===== src/rtl/bitser_pkg.sv =====
package bitser_pkg;
  typedef enum logic [1:0] {
    PH_ADDR = 2'd0,  // collecting address bits
    PH_DANY = 2'd1,  // address done, direction open
    PH_DRD  = 2'd2,  // read data phase
    PH_DWR  = 2'd3   // write data phase
  } phase_e;
endpackage


===== src/rtl/bitser_seq.sv =====
module bitser_seq
  import bitser_pkg::*;
#(
  parameter int ADDR_W   = 4,
  parameter int DATA_W   = 8,
  parameter int CMD_LOAD = 14,
  parameter int CMD_SNAP = 15,
  parameter int CNT_W    = 3
) (
  input  logic              clk_i,
  input  logic              rst_ni,
  input  logic              wr_i,
  input  logic              rd_i,
  input  logic [ADDR_W-1:0] addr_nxt_i,
  output logic [CNT_W-1:0]  cnt_o,
  output logic              addr_shift_o,
  output logic              data_shift_o,
  output logic              rd_take_o,
  output logic              commit_o,
  output logic              cmd_load_o,
  output logic              cmd_snap_o
);
  phase_e ph_q, ph_n;
  logic [CNT_W-1:0] cnt_q, cnt_n;
  logic commit_q, commit_n, load_q, load_n, snap_q, snap_n;
  logic rd_evt, wr_evt, last_a, last_d;

  assign rd_evt = rd_i;
  assign wr_evt = wr_i & ~rd_i;  // read wins on a collision
  assign last_a = (cnt_q == CNT_W'(ADDR_W-1));
  assign last_d = (cnt_q == CNT_W'(DATA_W-1));

  always_comb begin
    ph_n = ph_q;
    cnt_n = cnt_q;
    addr_shift_o = 1'b0;
    data_shift_o = 1'b0;
    rd_take_o = 1'b0;
    commit_n = 1'b0;
    load_n = 1'b0;
    snap_n = 1'b0;
    unique case (ph_q)
      PH_ADDR: begin
        if (rd_evt) begin
          cnt_n = '0;
        end else if (wr_evt) begin
          addr_shift_o = 1'b1;
          if (last_a) begin
            cnt_n = '0;
            if (addr_nxt_i == ADDR_W'(CMD_LOAD)) load_n = 1'b1;
            else if (addr_nxt_i == ADDR_W'(CMD_SNAP)) snap_n = 1'b1;
            else ph_n = PH_DANY;
          end else begin
            cnt_n = cnt_q + CNT_W'(1);
          end
        end
      end
      PH_DANY, PH_DRD: begin
        if (rd_evt) begin
          rd_take_o = 1'b1;
          if (last_d) begin
            ph_n = PH_ADDR;
            cnt_n = '0;
          end else begin
            ph_n = PH_DRD;
            cnt_n = cnt_q + CNT_W'(1);
          end
        end else if (wr_evt) begin
          if (ph_q == PH_DANY) begin
            data_shift_o = 1'b1;
            if (last_d) begin
              commit_n = 1'b1;
              ph_n = PH_ADDR;
              cnt_n = '0;
            end else begin
              ph_n = PH_DWR;
              cnt_n = cnt_q + CNT_W'(1);
            end
          end else begin
            ph_n = PH_ADDR;  // direction clash
            cnt_n = '0;
          end
        end
      end
      PH_DWR: begin
        if (rd_evt) begin
          ph_n = PH_ADDR;
          cnt_n = '0;
        end else if (wr_evt) begin
          data_shift_o = 1'b1;
          if (last_d) begin
            commit_n = 1'b1;
            ph_n = PH_ADDR;
            cnt_n = '0;
          end else begin
            cnt_n = cnt_q + CNT_W'(1);
          end
        end
      end
      default: begin
        ph_n = PH_ADDR;
        cnt_n = '0;
      end
    endcase
  end

  always_ff @(posedge clk_i or negedge rst_ni) begin
    if (!rst_ni) begin
      ph_q <= PH_ADDR;
      cnt_q <= '0;
      commit_q <= 1'b0;
      load_q <= 1'b0;
      snap_q <= 1'b0;
    end else begin
      ph_q <= ph_n;
      cnt_q <= cnt_n;
      commit_q <= commit_n;
      load_q <= load_n;
      snap_q <= snap_n;
    end
  end

  assign cnt_o = cnt_q;
  assign commit_o = commit_q;
  assign cmd_load_o = load_q;
  assign cmd_snap_o = snap_q;
endmodule


===== src/rtl/bitser_dp.sv =====
module bitser_dp #(
  parameter int ADDR_W   = 4,
  parameter int DATA_W   = 8,
  parameter int NUM_REGS = 10,
  parameter int CNT_W    = 3
) (
  input  logic              clk_i,
  input  logic              rst_ni,
  input  logic              wr_bit_i,
  input  logic              rd_i,
  input  logic [CNT_W-1:0]  cnt_i,
  input  logic              addr_shift_i,
  input  logic              data_shift_i,
  input  logic              rd_take_i,
  input  logic              commit_i,
  input  logic [DATA_W-1:0] reg_rdata_i,
  output logic [ADDR_W-1:0] addr_nxt_o,
  output logic [ADDR_W-1:0] reg_addr_o,
  output logic [DATA_W-1:0] reg_wdata_o,
  output logic              reg_we_o,
  output logic              rd_bit_o
);
  logic [ADDR_W-1:0] addr_q;
  logic [DATA_W-1:0] wdata_q, wdata_nxt;
  logic rd_bit_q, rd_sel, in_map;

  assign in_map = ({1'b0, addr_q} < (ADDR_W+1)'(NUM_REGS));

  always_comb begin
    addr_nxt_o = addr_q;
    for (int i = 0; i < ADDR_W; i++)
      if (cnt_i == CNT_W'(i)) addr_nxt_o[i] = wr_bit_i;
  end

  always_comb begin
    wdata_nxt = wdata_q;
    rd_sel = 1'b0;
    for (int i = 0; i < DATA_W; i++) begin
      if (cnt_i == CNT_W'(i)) begin
        wdata_nxt[i] = wr_bit_i;
        rd_sel = reg_rdata_i[i];
      end
    end
  end

  always_ff @(posedge clk_i or negedge rst_ni) begin
    if (!rst_ni) begin
      addr_q <= '0;
      wdata_q <= '0;
      rd_bit_q <= 1'b0;
    end else begin
      if (addr_shift_i) addr_q <= addr_nxt_o;
      if (data_shift_i) wdata_q <= wdata_nxt;
      if (rd_i) rd_bit_q <= rd_take_i & in_map & rd_sel;
    end
  end

  assign reg_addr_o = addr_q;
  assign reg_wdata_o = wdata_q;
  assign reg_we_o = commit_i & in_map;
  assign rd_bit_o = rd_bit_q;
endmodule


===== src/rtl/bitser_access.sv =====
module bitser_access #(
  parameter int ADDR_W   = 4,
  parameter int DATA_W   = 8,
  parameter int NUM_REGS = 10,
  parameter int CMD_LOAD = 14,
  parameter int CMD_SNAP = 15
) (
  input  logic              clk_i,
  input  logic              rst_ni,
  input  logic              wr_i,
  input  logic              wr_bit_i,
  input  logic              rd_i,
  output logic              rd_bit_o,
  output logic [ADDR_W-1:0] reg_addr_o,
  output logic [DATA_W-1:0] reg_wdata_o,
  output logic              reg_we_o,
  input  logic [DATA_W-1:0] reg_rdata_i,
  output logic              cmd_load_o,
  output logic              cmd_snap_o
);
  localparam int MAX_W = (ADDR_W > DATA_W) ? ADDR_W : DATA_W;
  localparam int CNT_W = (MAX_W > 1) ? $clog2(MAX_W) : 1;

  logic [CNT_W-1:0] cnt;
  logic [ADDR_W-1:0] addr_nxt;
  logic addr_shift, data_shift, rd_take, commit;

  bitser_seq #(
    .ADDR_W(ADDR_W), .DATA_W(DATA_W), .CMD_LOAD(CMD_LOAD),
    .CMD_SNAP(CMD_SNAP), .CNT_W(CNT_W)
  ) i_seq (
    .clk_i(clk_i), .rst_ni(rst_ni), .wr_i(wr_i), .rd_i(rd_i),
    .addr_nxt_i(addr_nxt), .cnt_o(cnt), .addr_shift_o(addr_shift),
    .data_shift_o(data_shift), .rd_take_o(rd_take), .commit_o(commit),
    .cmd_load_o(cmd_load_o), .cmd_snap_o(cmd_snap_o)
  );

  bitser_dp #(
    .ADDR_W(ADDR_W), .DATA_W(DATA_W), .NUM_REGS(NUM_REGS), .CNT_W(CNT_W)
  ) i_dp (
    .clk_i(clk_i), .rst_ni(rst_ni), .wr_bit_i(wr_bit_i), .rd_i(rd_i),
    .cnt_i(cnt), .addr_shift_i(addr_shift), .data_shift_i(data_shift),
    .rd_take_i(rd_take), .commit_i(commit), .reg_rdata_i(reg_rdata_i),
    .addr_nxt_o(addr_nxt), .reg_addr_o(reg_addr_o),
    .reg_wdata_o(reg_wdata_o), .reg_we_o(reg_we_o), .rd_bit_o(rd_bit_o)
  );
endmodule


===== config.mk =====
export PLATFORM = sky130hd
export DESIGN_NAME = bitser_access
export DESIGN_NICKNAME = d
export VERILOG_FILES = /design/src/rtl/bitser_pkg.sv /design/src/rtl/bitser_seq.sv /design/src/rtl/bitser_dp.sv /design/src/rtl/bitser_access.sv
export SDC_FILE = /design/constraint.sdc
export NUM_CORES = 1
export LEC_CHECK = 0
export ABC_CLOCK_PERIOD_IN_PS = 3500
export BUFFER_PORTS_ARGS = -buffer_cell sky130_fd_sc_hd__buf_2
export CORE_MARGIN = 2
export CORE_UTILIZATION = 50
export CTS_BUF_LIST = sky130_fd_sc_hd__clkbuf_16
export DETAILED_ROUTE_END_ITERATION = 6
export PLACE_DENSITY_LB_ADDON = 0.3
export SLEW_MARGIN = 20
export SYNTH_ARGS = -nofsm -noshare
export SYNTH_HDL_FRONTEND = slang
export SYNTH_SLANG_ARGS = --single-unit

===== constraint.sdc =====
create_clock -name clk_i -period 3.5 [get_ports clk_i]
set_input_delay 0.7 -clock clk_i [delete_from_list [all_inputs] [get_ports clk_i]]
set_output_delay 0.7 -clock clk_i [all_outputs]
set_load 0.005 [all_outputs]

# --- Word-level counts from Yosys, hierarchy flattened ---
# Index checks and enable logic that the tools add are counted.
# W data, S select, Z words.
op_classes:
  n_addsub: 1
  multipliers: 0
  div: 0
  n_lt_le_gt_ge: 1
  eq_ne: 21
  shifts: 0
  n_mux: 63
  bitwise: 5
  reduce_logical: 13
ops:
  columns: ["cell", "n"]
  rows:
  - ["$mux W1", 37]
  - ["$mux W3", 9]
  - ["$mux W2", 13]
  - ["$reduce_and A2 Y1", 8]
  - ["$eq A3 B3 Y1 const B", 4]
  - ["$ne A3 B2 Y1 const B", 4]
  - ["$pmux W3 S3", 1]
  - ["$eq A4 B4 Y1 const B", 2]
  - ["$reduce_and A8 Y1", 1]
  - ["$eq A3 B2 Y1 const B", 2]
  - ["$ne A2 B2 Y1 const B", 3]
  - ["$pmux W2 S3", 1]
  - ["$and A1 B1 Y1", 4]
  - ["$eq A2 B2 Y1 const B", 2]
  - ["$lt A4 B4 Y1 const B", 1]
  - ["$ne A2 B1 Y1 const B", 2]
  - ["$pmux W1 S2", 2]
  - ["$add A3 B1 Y3 const B", 1]
  - ["$eq A3 B1 Y1 const B", 1]
  - ["$logic_not A3 Y1", 1]
  - ["$reduce_and A3 Y1", 1]
  - ["$eq A2 B1 Y1 const B", 1]
  - ["$logic_not A2 Y1", 1]
  - ["$reduce_or A2 Y1", 1]
  - ["$not A1 Y1", 1]
totals:
  ff_bits: 21
  latch_bits: 0
  ram_bits: 0
  rom_bits: 0
  output_inout_bits: 16
  n_memories: 0

# --- Logic depth before layout (Yosys ltp) ---
# Gate-level depths: netlist of run 1.
depth:
  word_depth: 10
  ltp_mapped: 7
  ltp_nobuf: 6

# --- Modules after synthesis ---
# From an unflattened synthesis of run 1, not the netlist that was laid out.
unflattened:
  hier_cells: 129
  area_unflattened_um2: 1342.5
modules_own_cells:
  columns: ["mod", "n_inst", "cells_each", "area_each_um2"]
  rows:
  - ["bitser_dp", 1, 67, 744.5]
  - ["bitser_seq", 1, 62, 598.1]

# --- Least setup slack after synthesis of run 1 ---
# OpenSTA, ideal clock, no wires.
synth_path:
  path_kind: "reg-to-reg"
  from: "reg i_seq.ph_q[0]"
  to: "reg i_dp.wdata_q[1] (netlist: i_dp.reg_wdata_o[1])"
  setup_ns: 0.125
  t_arrival_ns: 1.659
  required_ns: 3.375
  slack_ns: 1.717
  path_stages_with_launch: 7
  synth_period_minus_slack_ns: 1.783
  cell_sequence: "dfrtp_1 > inv_1 > ha_1 > a21oi_1 > nor3_2 > and3_1 > mux2_2"
synth_via:
  elab_chain_cells: 6
synth_lines:
  columns: ["item", "line", "source"]
  rows:
  - ["from (decl)", "bitser_seq.sv:23", "phase_e ph_q, ph_n;"]
  - ["from (signal assigned)", "bitser_seq.sv:115", "ph_q <= ph_n;"]
  - ["$eq A2 B1 Y1", "bitser_seq.sv:42, bitser_seq.sv:69", null]
  - ["$mux W1", "bitser_seq.sv:69", "if (ph_q == PH_DANY) begin"]
  - ["$mux W1", "bitser_seq.sv:68", "end else if (wr_evt) begin"]
  - ["$mux W1", "bitser_seq.sv:59", "if (rd_evt) begin"]
  - ["$pmux W1 S2 *", "bitser_seq.sv:42", "unique case (ph_q)"]
  - ["$reduce_and A2 Y1 (no source line) *", null, null]
  - ["to (signal assigned)", "bitser_dp.sv:53", "if (data_shift_i) wdata_q <= wdata_nxt;"]
  - ["to (decl)", "bitser_dp.sv:24", "logic [DATA_W-1:0] wdata_q, wdata_nxt;"]
# Mark *: on every way between the ends. The rest lies on a longest branch, timed or not.
# A chain may end at the register's enable or synchronous reset.

# --- Worst setup path in the final report of run 1 ---
layout_path:
  from: "reg i_seq.cnt_q[2] (netlist: i_seq.cnt_o[2])"
  to: "reg i_seq.ph_q[1]"
layout_via:
  elab_chain_cells: 6
layout_lines:
  columns: ["item", "line", "source"]
  rows:
  - ["from (decl)", "bitser_seq.sv:24", "logic [CNT_W-1:0] cnt_q, cnt_n;"]
  - ["from (signal assigned)", "bitser_seq.sv:116", "cnt_q <= cnt_n;"]
  - ["$eq A3 B3 Y1", "bitser_seq.sv:31", "assign last_d = (cnt_q == CNT_W'(DATA_W-1));"]
  - ["$mux W2", "bitser_seq.sv:71", "if (last_d) begin"]
  - ["$mux W2", "bitser_seq.sv:69", null]
  - ["$mux W2", "bitser_seq.sv:68", null]
  - ["$mux W2", "bitser_seq.sv:59", null]
  - ["$pmux W2 S3", "bitser_seq.sv:42", null]
# Several ways; a longest one is shown, not always the timed one. The select of a mux whose other input is x is not followed.

==> results of run 1 <==
-- critical path, cell delays in order, from the launching register on --
cell     delay, ns
dfrtp_1       0.54
inv_1         0.21
ha_1          0.27
inv_1         0.11
o41ai_1       0.38
o22ai_1       0.18
mux2_4        0.32
-- routing by layer --
metal  vias up  routed length (um)
li1        510                   -
met1       512                1320
met2        42                1340
met3         5                 165
met4         0                  28
met5         -                   0
-- cell families (layout without fill, tap and decap cells) --
| group | after synthesis | after routing |
|---|---|---|
| and+or+nand+nor | 36 | 36 |
| AOI/OAI and AO/OA | 27 | 27 |
| DFF | 21 | 21 |
| muxes | 15 | 15 |
| buffers and inverters | 15 | 42 |
| adders and majority gates | 10 | 10 |
-- area by class of cell --
type                            count  area (um^2)
Multi-Input combinational cell     88          698
Timing Repair Buffer               28          140
Tap cell                           30         37.5
Fill cell                         207          936
Clock inverter                      1         5.00
Clock buffer                        3         75.1
Inverter                           10         37.5
Sequential cell                    21          526
-- cell usage after synthesis, drive strengths merged (2+ instances only) --
| cell | instances |
|---|---|
| dfrtp | 21 |
| mux2 | 13 |
| ha | 10 |
| inv | 10 |
| nand2 | 6 |
| nand3 | 6 |
| a21oi | 5 |
| nor2 | 5 |
| o21ai | 5 |
| nor3 | 4 |
| clkbuf | 3 |
| o211ai | 3 |
| a2111oi | 2 |
| a211oi | 2 |
| and3 | 2 |
| buf | 2 |
| mux2i | 2 |
| nand2b | 2 |
| nand4 | 2 |
| nor2b | 2 |
| nor3b | 2 |
-- worst max-delay path by stage --
stage	to	start	slack (ns)	depth (start not counted)
floorplan	i_dp.reg_wdata_o[1]	i_seq.ph_q[0]	1.72	6
global placement	i_dp.reg_wdata_o[1]	rd_i	1.50	5
detailed placement	i_seq.ph_q[1]	i_seq.cnt_o[2]	1.43	6
CTS	i_seq.ph_q[1]	i_seq.cnt_o[2]	1.41	6
global route	i_seq.ph_q[1]	i_seq.cnt_o[2]	1.27	6
finish	i_seq.ph_q[1]	i_seq.cnt_o[2]	1.37	6
-- stage by stage --
step                      power (W)  cells  utilization [%]
final                       0.00113    181             61.9
after global routing        0.00120    181             61.9
after CTS                   0.00113    181             61.9
after detailed placement   0.000878    177             58.6
after global placement     0.000859    177             58.6
after floorplan            0.000746    124                -
-- cells in the final DEF (no fill, tap or decap), drive strengths merged, types with 2 or more instances in the layout --
| master | instances |
|---|---|
| dfrtp | 21 |
| mux2i | 2 |
| nor2 | 5 |
| nand4 | 2 |
| nor2b | 2 |
| nor3 | 4 |
| inv | 10 |
| a21oi | 5 |
| clkbuf | 3 |
| nand2b | 2 |
| a211oi | 2 |
| nor3b | 2 |
| o21ai | 5 |
| and3 | 2 |
| o211ai | 3 |
| a2111oi | 2 |
| ha | 10 |
| nand3 | 6 |
| nand2 | 6 |
| buf | 28 |
| mux2 | 13 |
-- state kept, by name, indices dropped and copies added (netlist names) --
register          flops
i_dp.reg_wdata_o      8
i_dp.reg_addr_o       4
i_seq.cnt_o           3
i_seq.ph_q            2
i_dp.rd_bit_o         1
i_seq.cmd_load_o      1
i_seq.cmd_snap_o      1
i_seq.commit_o        1
-- power by group through the flow --
| stage | Sequential, W | Combinational [W] | Clock [W] |
|---|---|---|---|
| after floorplan | 0.000374 | 0.000372 | 0 |
| after global placement | 0.000383 | 0.000476 | 0 |
| after detailed placement | 0.000390 | 0.000487 | 0 |
| after CTS | 0.000387 | 0.000497 | 0.000243 |
| after global routing | 0.000396 | 0.000551 | 0.000256 |
| final | 0.000387 | 0.000499 | 0.000242 |
==> results.md, run 1 <==
- Status: finished, final reports clean
- WHS: 0.397 ns
- CTS max path bufs: 2
- Setup Buffers After CTS: 0
- Final hold vios: 0
- Worst setup margin: 1.37 ns
- Sequential area share after synthesis: 40.8%
- Most crowded layer after global routing: met2
- R2R depth: 6
- Skew final: 0.00458 ns
- Mapped Nets: 147
- Clock Tree Root: clkbuf_16
- Clock-pin slew on the worst setup and hold paths: 0.06 ns
- Starting Density: 52.5%
- Int Power: 0.000701 W
- Total track usage: 20.2%
- H-tree Lvls: 1
- Antenna diodes: 0
- Yosys reg bits: 21
- Fmax: 470 MHz
- Synth top area cells: dfrtp_1, mux2_2, ha_1
- Clk sinks: 21
- Area delta synth->final: 17.9%
- Pins Over Slew Limit: 0
- Core Area: 2450 um^2
- Compound-Gate Fraction of Synth Area: 15.1%
- Synth top area share: 40.8%
- Hold crit path type: in -> async
- Worst path required time: 3.64 ns
- Post-DRT Antenna Nets: 0
- Unrepaired setup endpoints after global routing: no
- Final setup viols: 0
- Post-synth EDFFs: 0
- Total grt overflow: 0
- Final non-filler cell area: 1520 um^2
- Synth Flop Type: dfrtp_1
- VDD IR max: 0.000552 V
- Mapped Cells: 124
- Grt met2 use: 32.3%
- DR iter-0 viols: 17
- GR Layer Usage met1: 27.6%
- Routed vias: 1,069
- Io pins: 29
- Dominant cell type by area after synthesis: dfrtp_1
- Mapped Area: 1290 um^2
- Xor and xnor fraction of the mapped netlist area: 0%
- Synth cell types: 41
- Placed Instance Area: 1440 um^2
- Adder-Cell Fraction of Synth Area: 9.71%
- Die height: 54.8 um
- Sw frac: 37.9%
- Yosys warns: 0
- Largest net degree at the start of global routing: 22
- Cell Rows: 18
- Clock latency on the worst-skew pair: 0.25 ns
- Share of post-route cells with drive strength above 1: 32.5%
- Mean post-synth cell area: 10.4 um^2
- Clk pwr share: 21.5%
- Drt via density: 5.91
- Post-DP HPWL: 2070 um
- Routed WL: 2860 um
- Final Cycle Share: 60.8%
- # resized after CTS: 0
- DR WL/cell: 15.8 um
- Sequential power share: 34.3%
- WP data arrival: 2.27 ns
- First-pass GRT wire length: 4310 um
- Met3 usage: 3.28%
- Final #Nets: 175
- Vias in the first global route: 926
- Max cap viols: 0
- Initial antenna violation count: 0
- DRT Pass-1 Iters: 4
- GPL Wtd Cong: 0.832
- Asr flop ratio synth: 100%
- CTS tree: yes
- R2R Setup Slk: 1.37 ns
- CP max FO: 15
- Worst slew pin tran: 0.629 ns
- Worst Setup Start Kind: flip-flop
- Fin Setup TNS: 0 ns
- Multiplexer share of the synthesized area: 13.2%
- Post-Synth Simple-Gate Area: 16.1%
- Reg2reg start: i_seq.cnt_o[2]
- Logic pwr share: 44.2%
- Tmin final: 2.13 ns
- Critical path type: reg -> reg
- Die ar.: 3000 um^2
- Leak: 0.745 nW
- Power Density: 743 nW/um^2
- Crit. End Element: flip-flop
- Reg2reg end: i_seq.ph_q[1]
- Cts hold-fix bufs: 0
- Slew headroom: 57.0%
- PortBufs: 28
- Largest family of logic cells by synthesized area: simple AND/OR/NAND/NOR gates
- Psw: 0.000427 W
- Setup Slack @ Placement: 1.43 ns
- Number of CTS-inserted buffers: 3
- DRC: 0
- Die Width: 54.8 um
Note: power is estimated with default switching activity, not from simulation.
==> inputs of run 2 (changes only) <==
--- a/config.mk
+++ b/config.mk
@@ -5,7 +5,8 @@
 export SDC_FILE = /design/constraint.sdc
 export NUM_CORES = 1
 export LEC_CHECK = 0
-export ABC_CLOCK_PERIOD_IN_PS = 3500
+export ABC_AREA = 1
+export ABC_CLOCK_PERIOD_IN_PS = 2100
 export BUFFER_PORTS_ARGS = -buffer_cell sky130_fd_sc_hd__buf_2
 export CORE_MARGIN = 2
 export CORE_UTILIZATION = 50
==> constraint.sdc (replaced) <==
create_clock -name clk_i -period 2.1 [get_ports clk_i]
set_input_delay 0.42 -clock clk_i [delete_from_list [all_inputs] [get_ports clk_i]]
set_output_delay 0.42 -clock clk_i [all_outputs]
set_load 0.005 [all_outputs]
==> run 2 against run 1 <==
  * Sequential share of layout area down 0.97 points
  * Non-clock buffer count up 1
  * Combinational power up 68%
  * Sequential power up 44%
  * Clock skew down 0.0022 ns
  * Synthesized cell count up 32%
  * Global-route usage down 0.65 points
  * Clock-buffer cell count unchanged
  * Largest cell class unchanged
  * Critical endpoint is now i_dp.reg_wdata_o[7]
  * Worst setup slack worse by 1.1 ns
  * Register-to-register slack worse by 1.1 ns
==> results.md, run 2 <==
- R2R Setup Slk: 0.22 ns (-1.15 ns)
- PortBufs: 28 (unchanged)
- Status: finished, final reports clean
- Reg2reg end: i_dp.reg_wdata_o[7]
- Sequential area share after synthesis: 40.0% (-0.78 points)
- Clock latency on the worst-skew pair: 0.25 ns (about the same)
- Top cells by count, synth: nand2_1, inv_1, dfrtp_1
- Yosys warns: 0 (unchanged)
- Area delta synth->final: 19.0%
- Total grt overflow: 0 (unchanged)
- Reg2reg start: i_seq.ph_q[0]
- Pins Over Slew Limit: 0 (unchanged)
- H-tree Lvls: 1 (unchanged)
- Post-DRT Antenna Nets: 0 (unchanged)
- Non-Filler Instances: 225 (+24%)
- Clk sinks: 21 (unchanged)
- Final hold vios: 0 (unchanged)
- Setup Slack @ Placement: 0.250 ns (-1.18 ns)
- # resized after CTS: 0 (unchanged)
- Crit. End Element: flip-flop
- Final Cycle Share: 89.3% (+29 points)
- Commonest non-fill, non-tap cell in the layout: nand2_1
- Max incr delay on CP: 0.40 ns (-0.14 ns)
- Unrepaired setup endpoints after global routing: no
- Final #Nets: 219 (+25%)
- Cts hold-fix bufs: 0 (unchanged)
- Bufs and invs on worst path: 2 (unchanged)
- Synth cell types: 28 (-32%)
- First-pass GRT wire length: 4840 um (+12%)
- WHS: 0.116 ns (-0.282 ns)
- Top-count cell post-synth: nand2_1
- Share of post-route cells with drive strength above 1: 23.1% (-9.4 points)
- Mean post-synth cell area: 8.01 um^2 (-23%)
- Starting Density: 53.0% (+0.53 points)
- DR WL met3: 121 um (-27%)
- Cell Rows: 18 (unchanged)
- Synth top area share: 40.0% (-0.78 points)
- R2R depth: 7 (+1)
- Routed vias: 1,185 (+11%)
- Initial antenna violation count: 0 (unchanged)
- Inst Count DP: 221 (+25%)
- Die ar.: 3050 um^2 (+1.8%)
- Io pins: 29 (unchanged)
- Post-DP HPWL: 2170 um (+5.1%)
- Met1 WL: 1220 um (-7.8%)
- Mapped Cells: 164 (+32%)
- Mapped Area: 1310 um^2 (+1.9%)
- Vias in the first global route: 1,138 (+23%)
- Most frequent cells in the layout: nand2_1, buf_2, inv_1
- Top Metal Used: met4
- Dominant cell type by area after synthesis: dfrtp_1
- Hold crit path type: in -> async
- Yosys reg bits: 21 (unchanged)
- Final setup viols: 0 (unchanged)
- Worst-path cell chain: inv_1, ha_1, inv_1, nand4_2, nor2_1, nand2_1, o21a_1
- Metal2 WL: 1370 um (+2.3%)
- Power Density: 1150 nW/um^2 (+55%)
- DR WL/cell: 12.3 um (-22%)
- CP most frequent cell: inv_1
- CTS tree: yes
- Leak: 0.827 nW (+11%)
- Routed WL: 2760 um (-3.4%)
- Critical path type: reg -> reg
- Max cap viols: 0 (unchanged)
- Slowest-stage cell, CP: dfrtp_1
- Slew headroom: 68.1% (+11 points)
- Worst Setup Start Kind: flip-flop
- WP data arrival: 2.02 ns (-0.25 ns)
- CTS max path bufs: 2 (unchanged)
- Skew final: 0.00237 ns (-0.00221 ns)
- GPL Wtd Cong: 0.879 (+5.6%)
- Post-synth EDFFs: 0 (unchanged)
- DR iter-0 viols: 26 (+9)
- DRC: 0 (unchanged)
- Fmax: 533 MHz (+13%)
- Max reg flops: 8 (unchanged)
- Clock Tree Root: clkbuf_16
- Core Area: 2480 um^2 (+0.92%)
- Total track usage: 19.5% (-0.65 points)
- Asr flop ratio synth: 100% (unchanged)
- Drt via density: 5.27 (-11%)
- Clock-pin slew on the worst setup and hold paths: 0.06 ns (about the same)
- Fin util: 63.1% (+1.2 points)
- Worst setup margin: 0.224 ns (-1.15 ns)
- Fin Setup TNS: 0 ns (unchanged)
- Worst slew pin tran: 0.479 ns (-0.150 ns)
- Synth Flop Type: dfrtp_1
- Largest net degree at the start of global routing: 22 (unchanged)
- Die height: 55.3 um (+0.89%)
- Setup Buffers After CTS: 0 (unchanged)
- Tmin final: 1.88 ns (-0.253 ns)
- DRT Pass-1 Iters: 4 (unchanged)
- CP max FO: 14 (-1)
- Die Width: 55.3 um (+0.89%)
- Mapped Nets: 187 (+27%)
- CP top delay family: simple AND/OR/NAND/NOR gates
- VDD IR max: 0.000761 V (+38%)
- Synth top area cells: dfrtp_1, nand2_1, ha_1
- Number of CTS-inserted buffers: 3 (unchanged)
- Antenna diodes: 0 (unchanged)
- Worst path required time: 2.25 ns (-1.39 ns)
-- run 2: changes by cell type after synthesis, moves of 3 or more --
cell      delta
inv_1       +15
o31ai_1      +5
clkbuf_1     -3
o211ai_1     -3
nand2_1     +34
o21ai_2      +3
nor2_1       +6
mux2_2      -12
o21ai_0     +10
-- run 2: logic make-up (layout without fill, tap and decap cells) --
family / Yosys count / in the layout / share of synthesized area (%)
buffers and inverters: 29 / 60 / 9.14
adder cells (fa/ha/maj): 10 / 10 / 9.52
AND/OR/NAND/NOR: 69 / 69 / 24.7
multiplexers: 1 / 1 / 0.762
flip-flops: 21 / 21 / 40.0
AO/OA/AOI/OAI: 34 / 34 / 15.9
-- run 2: metal layers --
metal | vias to the layer above | GRT usage (%)
li1 | 597 | -
met1 | 548 | 24.4
met2 | 34 | 33.5
met3 | 6 | 3.04
met4 | 0 | 7.67
met5 | - | 0
-- run 2: per-stage QoR --
step / total power [W] / instance area [um^2]
CTS: 0.00181 / 1560
detailed placement: 0.00139 / 1480
global placement: 0.00135 / 1480
floorplan: 0.00117 / 1310
finish: 0.00180 / 1560
global route: 0.00194 / 1560
-- run 2: report_power, final --
part           switching (W)  internal, W  total (W)
registers          0.0000589     0.000497   0.000556
logic               0.000538     0.000299   0.000836
clock network       0.000147     0.000256   0.000403
-- run 2: layout make-up --
type | instances | area [um^2]
timing repair buffer | 29 | 148
fill | 238 | 915
inverter | 27 | 104
clock buffer | 3 | 75.1
multi-input combinational | 114 | 668
tap | 30 | 37.5
sequential | 21 | 526
clock inverter | 1 | 5.00
-- run 2: worst max-delay path by stage --
stage | start | endpoint | slack [ns] | cells past startpoint
floorplan | i_seq.cnt_o[0] | i_seq.ph_q[0] | 0.55 | 8
detailed placement | i_seq.ph_q[0] | i_dp.reg_wdata_o[7] | 0.25 | 7
global placement | i_seq.ph_q[0] | i_dp.reg_wdata_o[7] | 0.31 | 7
finish | i_seq.ph_q[0] | i_dp.reg_wdata_o[7] | 0.22 | 7
global route | i_seq.ph_q[1] | i_dp.reg_wdata_o[7] | 0.06 | 8
CTS | i_seq.ph_q[0] | i_dp.reg_wdata_o[7] | 0.23 | 7
